$ cat src/rtl/dpk_demod.sv
module dpk_demod #(
  parameter int W  = 12,
  parameter int N  = 10,
  parameter int S  = 2,
  parameter int EW = 8
) (
  input  logic                clk,
  input  logic                rst_n,
  input  logic                smp_vld,
  input  logic signed [W-1:0] smp,
  input  logic signed [W-1:0] thr_rise,
  input  logic signed [W-1:0] thr_fall,
  input  logic [S-1:0]        sync_exp,
  output logic [N-S-1:0]      word,
  output logic                word_vld,
  output logic                sync_miss,
  output logic [EW-1:0]       erase_cnt
);
  localparam int CW = $clog2(N + 1);

  logic signed [W-1:0] s1, s2, pos_ref, neg_ref, ref_v;
  logic [1:0]          fill;
  logic                pos_ok, neg_ok, ref_ok;
  logic                is_max, is_min, pk, bit_hi, bit_lo, dec, ers;
  logic signed [W:0]   diff;
  logic [CW-1:0]       cnt;
  logic [N-1:0]        sh, nxt;

  assign is_max = smp_vld && (fill == 2'd2) && (s1 > s2) && (s1 > smp);
  assign is_min = smp_vld && (fill == 2'd2) && (s1 < s2) && (s1 < smp);
  assign pk     = is_max || is_min;
  assign ref_v  = is_max ? pos_ref : neg_ref;
  assign ref_ok = is_max ? pos_ok : neg_ok;
  assign diff   = $signed({s1[W-1], s1}) - $signed({ref_v[W-1], ref_v});
  assign bit_hi = diff > $signed({thr_rise[W-1], thr_rise});
  assign bit_lo = diff < $signed({thr_fall[W-1], thr_fall});
  assign dec    = pk && ref_ok && (bit_hi || bit_lo);
  assign ers    = pk && ref_ok && !(bit_hi || bit_lo);
  assign nxt    = {sh[N-2:0], bit_hi};

  always_ff @(posedge clk) begin
    if (!rst_n) begin
      s1 <= '0; s2 <= '0; fill <= '0;
      pos_ref <= '0; neg_ref <= '0; pos_ok <= 1'b0; neg_ok <= 1'b0;
    end else if (smp_vld) begin
      s2 <= s1;
      s1 <= smp;
      if (fill != 2'd2) fill <= fill + 2'd1;
      if (is_max) begin pos_ref <= s1; pos_ok <= 1'b1; end
      if (is_min) begin neg_ref <= s1; neg_ok <= 1'b1; end
    end
  end

  always_ff @(posedge clk) begin
    if (!rst_n) begin
      cnt <= '0; sh <= '0; word <= '0;
      word_vld <= 1'b0; sync_miss <= 1'b0; erase_cnt <= '0;
    end else begin
      word_vld  <= 1'b0;
      sync_miss <= 1'b0;
      if (ers && erase_cnt != {EW{1'b1}}) erase_cnt <= erase_cnt + 1'b1;
      if (dec) begin
        if (cnt == CW'(S - 1) && nxt[S-1:0] != sync_exp) begin
          sync_miss <= 1'b1;
          cnt <= '0;
          sh  <= '0;
        end else if (cnt == CW'(N - 1)) begin
          word     <= nxt[N-S-1:0];
          word_vld <= 1'b1;
          cnt <= '0;
          sh  <= '0;
        end else begin
          cnt <= cnt + 1'b1;
          sh  <= nxt;
        end
      end
    end
  end

  assert_vld_pulse_R6: assert property (@(posedge clk) disable iff (!rst_n)
    word_vld |=> !word_vld);
  assert_vld_after_sample_R6: assert property (@(posedge clk) disable iff (!rst_n)
    word_vld |-> $past(smp_vld));
  assert_miss_after_sample_R7: assert property (@(posedge clk) disable iff (!rst_n)
    sync_miss |-> ($past(smp_vld) && !word_vld));
  assert_erase_step_R5: assert property (@(posedge clk) disable iff (!rst_n)
    (erase_cnt == $past(erase_cnt)) || (erase_cnt == $past(erase_cnt) + 1'b1));
  assert_idle_hold_R9: assert property (@(posedge clk) disable iff (!rst_n)
    !$past(smp_vld) |-> ($stable(erase_cnt) && !word_vld && !sync_miss));
  assert_cnt_range_R6: assert property (@(posedge clk) disable iff (!rst_n)
    cnt < CW'(N));
endmodule

$ cat config.mk
export PLATFORM = sky130hd
export DESIGN_NAME = dpk_demod
export DESIGN_NICKNAME = d
export VERILOG_FILES = /design/src/rtl/dpk_demod.sv
export SDC_FILE = /design/constraint.sdc
export NUM_CORES = 1
export LEC_CHECK = 0
export BUFFER_PORTS_ARGS = -buffer_cell sky130_fd_sc_hd__buf_2
export CORE_MARGIN = 10
export CORE_UTILIZATION = 59
export CTS_CLUSTER_SIZE = 12
export DETAILED_ROUTE_END_ITERATION = 8
export GPL_ROUTABILITY_DRIVEN = 0
export PLACE_DENSITY = 0.81
export SLEW_MARGIN = 10
export SYNTH_ARGS = -nofsm -noshare
export SYNTH_HDL_FRONTEND = slang
export SYNTH_SLANG_ARGS = --single-unit
$ cat constraint.sdc
create_clock -name clk -period 7.7 [get_ports clk]
set_input_delay 0.385 -clock clk [delete_from_list [all_inputs] [get_ports clk]]
set_output_delay 0.385 -clock clk [all_outputs]
set_load 0.1 [all_outputs]
==> flow_summary.toml, run 1 <==
[run_status]
run_status = "finished clean"

[clock_tree]
cts_tree = "built"
hold_buffers = 0
cts_root_buf = "clkbuf_8"
clk_latency_ps = 350
ctsResizeCount = 0
clkTransAtPathRegs_ps = 90
post-cts-setup-buffers = 0
cts_buffers = 9
clockBufferDepth = 2
cts_sinks = 81
h-tree-depth = 3

[timing]
fmaxAchievable_mhz = 141
relSlewSlack = 0.300
worst_slack_ps = 624
setup_tns_ps = 0
drv_slew = 0
period_needed_ps = 7080
setup-violations-final = 0
worst_pin_slew_ps = 1050
rsz0062_at_grt = "false"
hold_viol_final = 0
skew_ps = 11.1
fin_crit_sh = 0.919

[yosys]
synth_edf_count = 0
post_synth.cell_area_avg_um2 = 8.91
yosysTopAreaCellShare = 0.326
synth-seq-cells = 81
synthCells = 558
yosys-top-cells-area = "dfxtp_1 (33%), ha_1 (16%), mux2i_1 (13%)"
synth_area_leader_cell = "dfxtp_1"
synth_nets = 665
synth_area_um2 = 4970
synth-seq-area-share = 0.326
synth.most_common_cell = "dfxtp_1"
ys.flop_type = "dfxtp_1"
async_flop_share = 0
yosys_warnings = 0
netlist_top_cells_count = "dfxtp_1 (81), mux2i_1 (67), ha_1 (65), nor2_1 (61), inv_1 (57)"
synth.distinct_cells = 53

[place]
placed_cell_area_um2 = 5320
port_buffers = 58
pre_cts_ws_ps = 670
dp_hpwl_um = 7900

[routing]
drt_wl_total_um = 10400
ant_nets = 0
firstDrtPassIters = 5
drcViolationCount = 0
wl_per_cell_um = 14.4
viasPerCell = 5.56
vias = 3996
drt_iter0_drc = 177

[global_route]
antenna_found_initial = 0
grtUsageTotal = 0.160
grt_pass1_wl_um = 17400
grt_start_max_net_pins = 64
overflow = 0
grt_pass1_vias = 3912

[layout]
seqCellArea_um2 = 1620
area_growth_pct = 10.9
nFillCells = 687
nets = 716
multi_input_area_um2 = 3050
layout-drive-gt1-share = 0.145
fin_area_um2 = 5510
n_antenna_cell = 0

[worst_setup_path]
arrival_ps = 7350
start_kind = "flip-flop"
crit_path_end_kind = "flip-flop"
cp_max_fo = 25
cp_data_required_time_ps = 7980
crit_type = "reg -> reg"

[pwr]
pwr_density_cell_nw_per_um2 = 170
irDropWorstVdd_uv = 95.4
power_leakage_nw = 2.61

[die]
die_h_um = 112
initial_core_util = 0.605
fp.dieW_um = 112
num_rows = 33
core_um2 = 8220
dieArea_um2 = 12500
ios = 59

[worst_hold_path]
hp-class = "in -> reg"

[job]
cap_viol_max_count = 0
[power breakdown]
group	switching [W]	internal, W	leakage [nW]
sequential	0.0000110	0.000427	0.656
combinational	0.000113	0.0000902	1.85
clock	0.000158	0.000137	0.100
total	0.000282	0.000654	2.61
[worst max-delay path, cell delays in order, from the launching register on]
cell and delay [ps]:
dfxtp_1 410, ha_1 360, and4_1 260, nand4_1 150
a21oi_1 210, a221oi_2 90, or3_1 550, mux2_2 280
ha_1 150, inv_1 50, fa_1 390, a21o_1 200
a21oi_1 220, nor2b_1 80, o21a_1 190, nor4_1 310
o41ai_1 170, o21ai_0 220, o31a_1 200, ha_1 250
a21o_1 200, a2111oi_0 370, o21ai_0 140, a21oi_1 270
a211oi_4 110, o21bai_2 420, nor3_4 490, mux2i_1 240
[logic make-up (layout without fill, tap and decap cells)]
| logic type | Yosys count | after routing | synth area share |
|---|---|---|---|
| xor+xnor | 12 | 12 | 0.0211 |
| mux | 68 | 68 | 0.137 |
| simple gates | 165 | 165 | 0.162 |
| buf+inv | 78 | 134 | 0.0604 |
| flops | 81 | 81 | 0.326 |
| fa+ha+maj | 66 | 66 | 0.168 |
| compound gates | 88 | 88 | 0.126 |
[cell usage in the layout (no fill, tap or decap), types with 4 or more instances in the layout]
| master | Yosys | layout |
|---|---|---|
| a21o_1 | 7 | 7 |
| a21oi_1 | 30 | 30 |
| dfxtp_1 | 81 | 81 |
| nor2b_1 | 7 | 7 |
| nand3_1 | 17 | 17 |
| or3_1 | 4 | 4 |
| clkbuf_8 | 0 | 11 |
| xnor2_1 | 10 | 10 |
| nor4_1 | 4 | 4 |
| nand2b_1 | 7 | 7 |
| buf_2 | 6 | 58 |
| nand4_1 | 8 | 8 |
| o21ai_0 | 8 | 8 |
| nor2_1 | 61 | 61 |
| o211ai_1 | 5 | 5 |
| o31ai_1 | 11 | 11 |
| ha_1 | 65 | 65 |
| inv_1 | 57 | 57 |
| o21a_1 | 4 | 4 |
| nand2_1 | 33 | 33 |
| nor3_1 | 7 | 7 |
| mux2i_1 | 67 | 67 |
[layer usage]
layer,GRT usage,vias to the layer above,share of wire
li1,-,2061,-
met1,0.184,1869,0.45
met2,0.285,55,0.50
met3,0.0451,11,0.047
met4,0.0411,0,0.0088
met5,0,-,0
[path summary, 6_finish.rpt]
check,startpoint,end,slack [ps],depth (start not counted)
max reg2reg,s1[11],word[6],620,27
max,s1[11],word[6],620,27
min,smp[1],s1[1],280,3
min reg2reg,word[5],word[5],460,2
[stage by stage]
step                      power (W)  cells  utilization  hold WS (ps)
after detailed placement   0.000650    703        0.648           445
after global routing       0.000988    719        0.671           276
final                      0.000936    719        0.671           281
after CTS                  0.000944    719        0.671           266
after floorplan            0.000601    558            -           432
after global placement     0.000640    703        0.648           440
[registers in the layout (all words and copies together) (netlist names), 2 cells and up]
| name | cells |
|---|---|
| cnt | 4 |
| s2 | 12 |
| s1 | 12 |
| pos_ref | 12 |
| sh | 7 |
| fill | 2 |
| neg_ref | 12 |
| erase_cnt | 8 |
| word | 8 |
[layout make-up]
class,instances,area share
clock buffers,11,0.0275
well taps,105,0.0238
flip-flops and latches,81,0.294
repair buffers,60,0.0554
inverters,58,0.0395
multi-input cells,399,0.553
clock inverters,5,0.00658
No activity file was read; power rests on OpenSTA's default activity.
==> run 2, diff against run 1 <==
--- a/config.mk
+++ b/config.mk
@@ -11,6 +11,7 @@
 export CTS_CLUSTER_SIZE = 12
 export DETAILED_ROUTE_END_ITERATION = 8
 export GPL_ROUTABILITY_DRIVEN = 0
+export MAX_ROUTING_LAYER = met4
 export PLACE_DENSITY = 0.81
 export SLEW_MARGIN = 10
 export SYNTH_ARGS = -nofsm -noshare
==> run 2 against run 1 <==
Sequential power barely moved. Worst setup slack lost 17 ps. Non-clock buffer count is the same. Wire length decreased by 0.16%. Combinational power hardly changed.
==> flow_summary.toml, run 2 (same netlist as run 1, synthesis figures left out) <==
[global_route]
grtUsageTotal = 0.165
grt_pass1_vias = 3917
grt_start_max_net_pins = 64
antenna_found_initial = 0
grt_pass1_wl_um = 17400
overflow = 0

[place]
post-place-cells = 703
dp_hpwl_um = 7900
placed_cell_area_um2 = 5320
port_buffers = 58
pre_cts_ws_ps = 670

[timing]
fmaxAchievable_mhz = 141
worst_pin_slew_ps = 1060
fin_crit_sh = 0.921
rsz0062_at_grt = "false"
period_needed_ps = 7090
hold_viol_final = 0
setup_tns_ps = 0
drv_slew = 0
hold_ws_ps = 281
skew_ps = 11.3
worst_slack_ps = 606
relSlewSlack = 0.295
setup-violations-final = 0

[worst_setup_path]
cp_data_required_time_ps = 7980
crit_type = "reg -> reg"
start_kind = "flip-flop"
cp_max_fo = 25
arrival_ps = 7370
crit_path_end_kind = "flip-flop"

[pwr]
p_int_w = 0.000654
irDropWorstVdd_uv = 96.0
pwr_density_cell_nw_per_um2 = 170
clkPwrFrac = 0.314
pwr-share-comb = 0.217
pwr-share-seq = 0.469
switching_share = 0.300
power_leakage_nw = 2.61
p_switching_w = 0.000281

[die]
initial_core_util = 0.605
ios = 59
core_um2 = 8220
dieArea_um2 = 12500
die_h_um = 112
num_rows = 33
fp.dieW_um = 112

[layout]
seqCellArea_um2 = 1620
layout_commonest_cell = "dfxtp_1"
nFillCells = 687
multi_input_area_um2 = 3050
layout-drive-gt1-share = 0.145
layout_common_cells = "dfxtp_1 (81), mux2i_1 (67), ha_1 (65)"
fin_cells = 719
nets = 716
fin_area_um2 = 5510
n_antenna_cell = 0
area_growth_pct = 10.9

[routing]
drt_iter0_drc = 177
firstDrtPassIters = 4
vias = 3983
wl_per_cell_um = 14.4
ant_nets = 0
viasPerCell = 5.54
drcViolationCount = 0
drt_wl_total_um = 10300

[clock_tree]
hold_buffers = 0
cts_sinks = 81
clk_latency_ps = 350
h-tree-depth = 3
cts_buffers = 9
cts_root_buf = "clkbuf_8"
clockBufferDepth = 2
cts_tree = "built"
post-cts-setup-buffers = 0
clkTransAtPathRegs_ps = 90
ctsResizeCount = 0

[job]
cap_viol_max_count = 0

[run_status]
run_status = "finished clean"

[worst_hold_path]
hp-class = "in -> reg"
-- run 2: worst max-delay path: stages, from the launching register on --
cell and delay [ps]:
dfxtp_1 420, ha_1 370, and4_1 260, nand4_1 160
a21oi_1 220, a221oi_2 90, or3_1 550, mux2_2 280
ha_1 150, inv_1 50, fa_1 390, a21o_1 200
a21oi_1 220, nor2b_1 80, o21a_1 200, nor4_1 310
o41ai_1 170, o21ai_0 220, o31a_1 200, ha_1 250
a21o_1 200, a2111oi_0 370, o21ai_0 140, a21oi_1 270
a211oi_4 110, o21bai_2 420, nor3_4 490, mux2i_1 240
-- run 2: power by group through the flow --
stage          clock network, W  registers [W]  logic (W)
2_1_floorplan                 0       0.000444   0.000156
3_3_place_gp                  0       0.000447   0.000192
3_5_place_dp                  0       0.000448   0.000202
4_1_cts                0.000302       0.000438   0.000204
5_1_grt                0.000316       0.000440   0.000232
6_report               0.000293       0.000438   0.000203
-- run 2: final cells by class --
cell class              instances  area share
clock buffers                  11      0.0275
clock inverters                 5     0.00658
inverters                      58      0.0395
multi-input cells             399       0.553
flip-flops and latches         81       0.294
well taps                     105      0.0238
repair buffers                 60      0.0554
-- run 2: path summary, 6_finish.rpt --
kind | startpoint | to | slack [ps] | cells after the start
min reg2reg | word[5] | word[5] | 460 | 2
max reg2reg | s1[11] | word[2] | 610 | 27
min | smp[1] | s1[1] | 280 | 3
max | s1[11] | word[2] | 610 | 27
-- run 2: layer usage --
layer	global-route usage	part of all wire
met1	0.187	0.45
met2	0.286	0.50
met3	0.0376	0.039
met4	0.0437	0.0074
met5	-	0
-- run 2: per-stage QoR --
| step | utilization | total power [W] |
|---|---|---|
| 2_1_floorplan | - | 0.000601 |
| 3_3_place_gp | 0.648 | 0.000640 |
| 3_5_place_dp | 0.648 | 0.000650 |
| 4_1_cts | 0.671 | 0.000944 |
| 5_1_grt | 0.671 | 0.000988 |
| 6_report | 0.671 | 0.000935 |
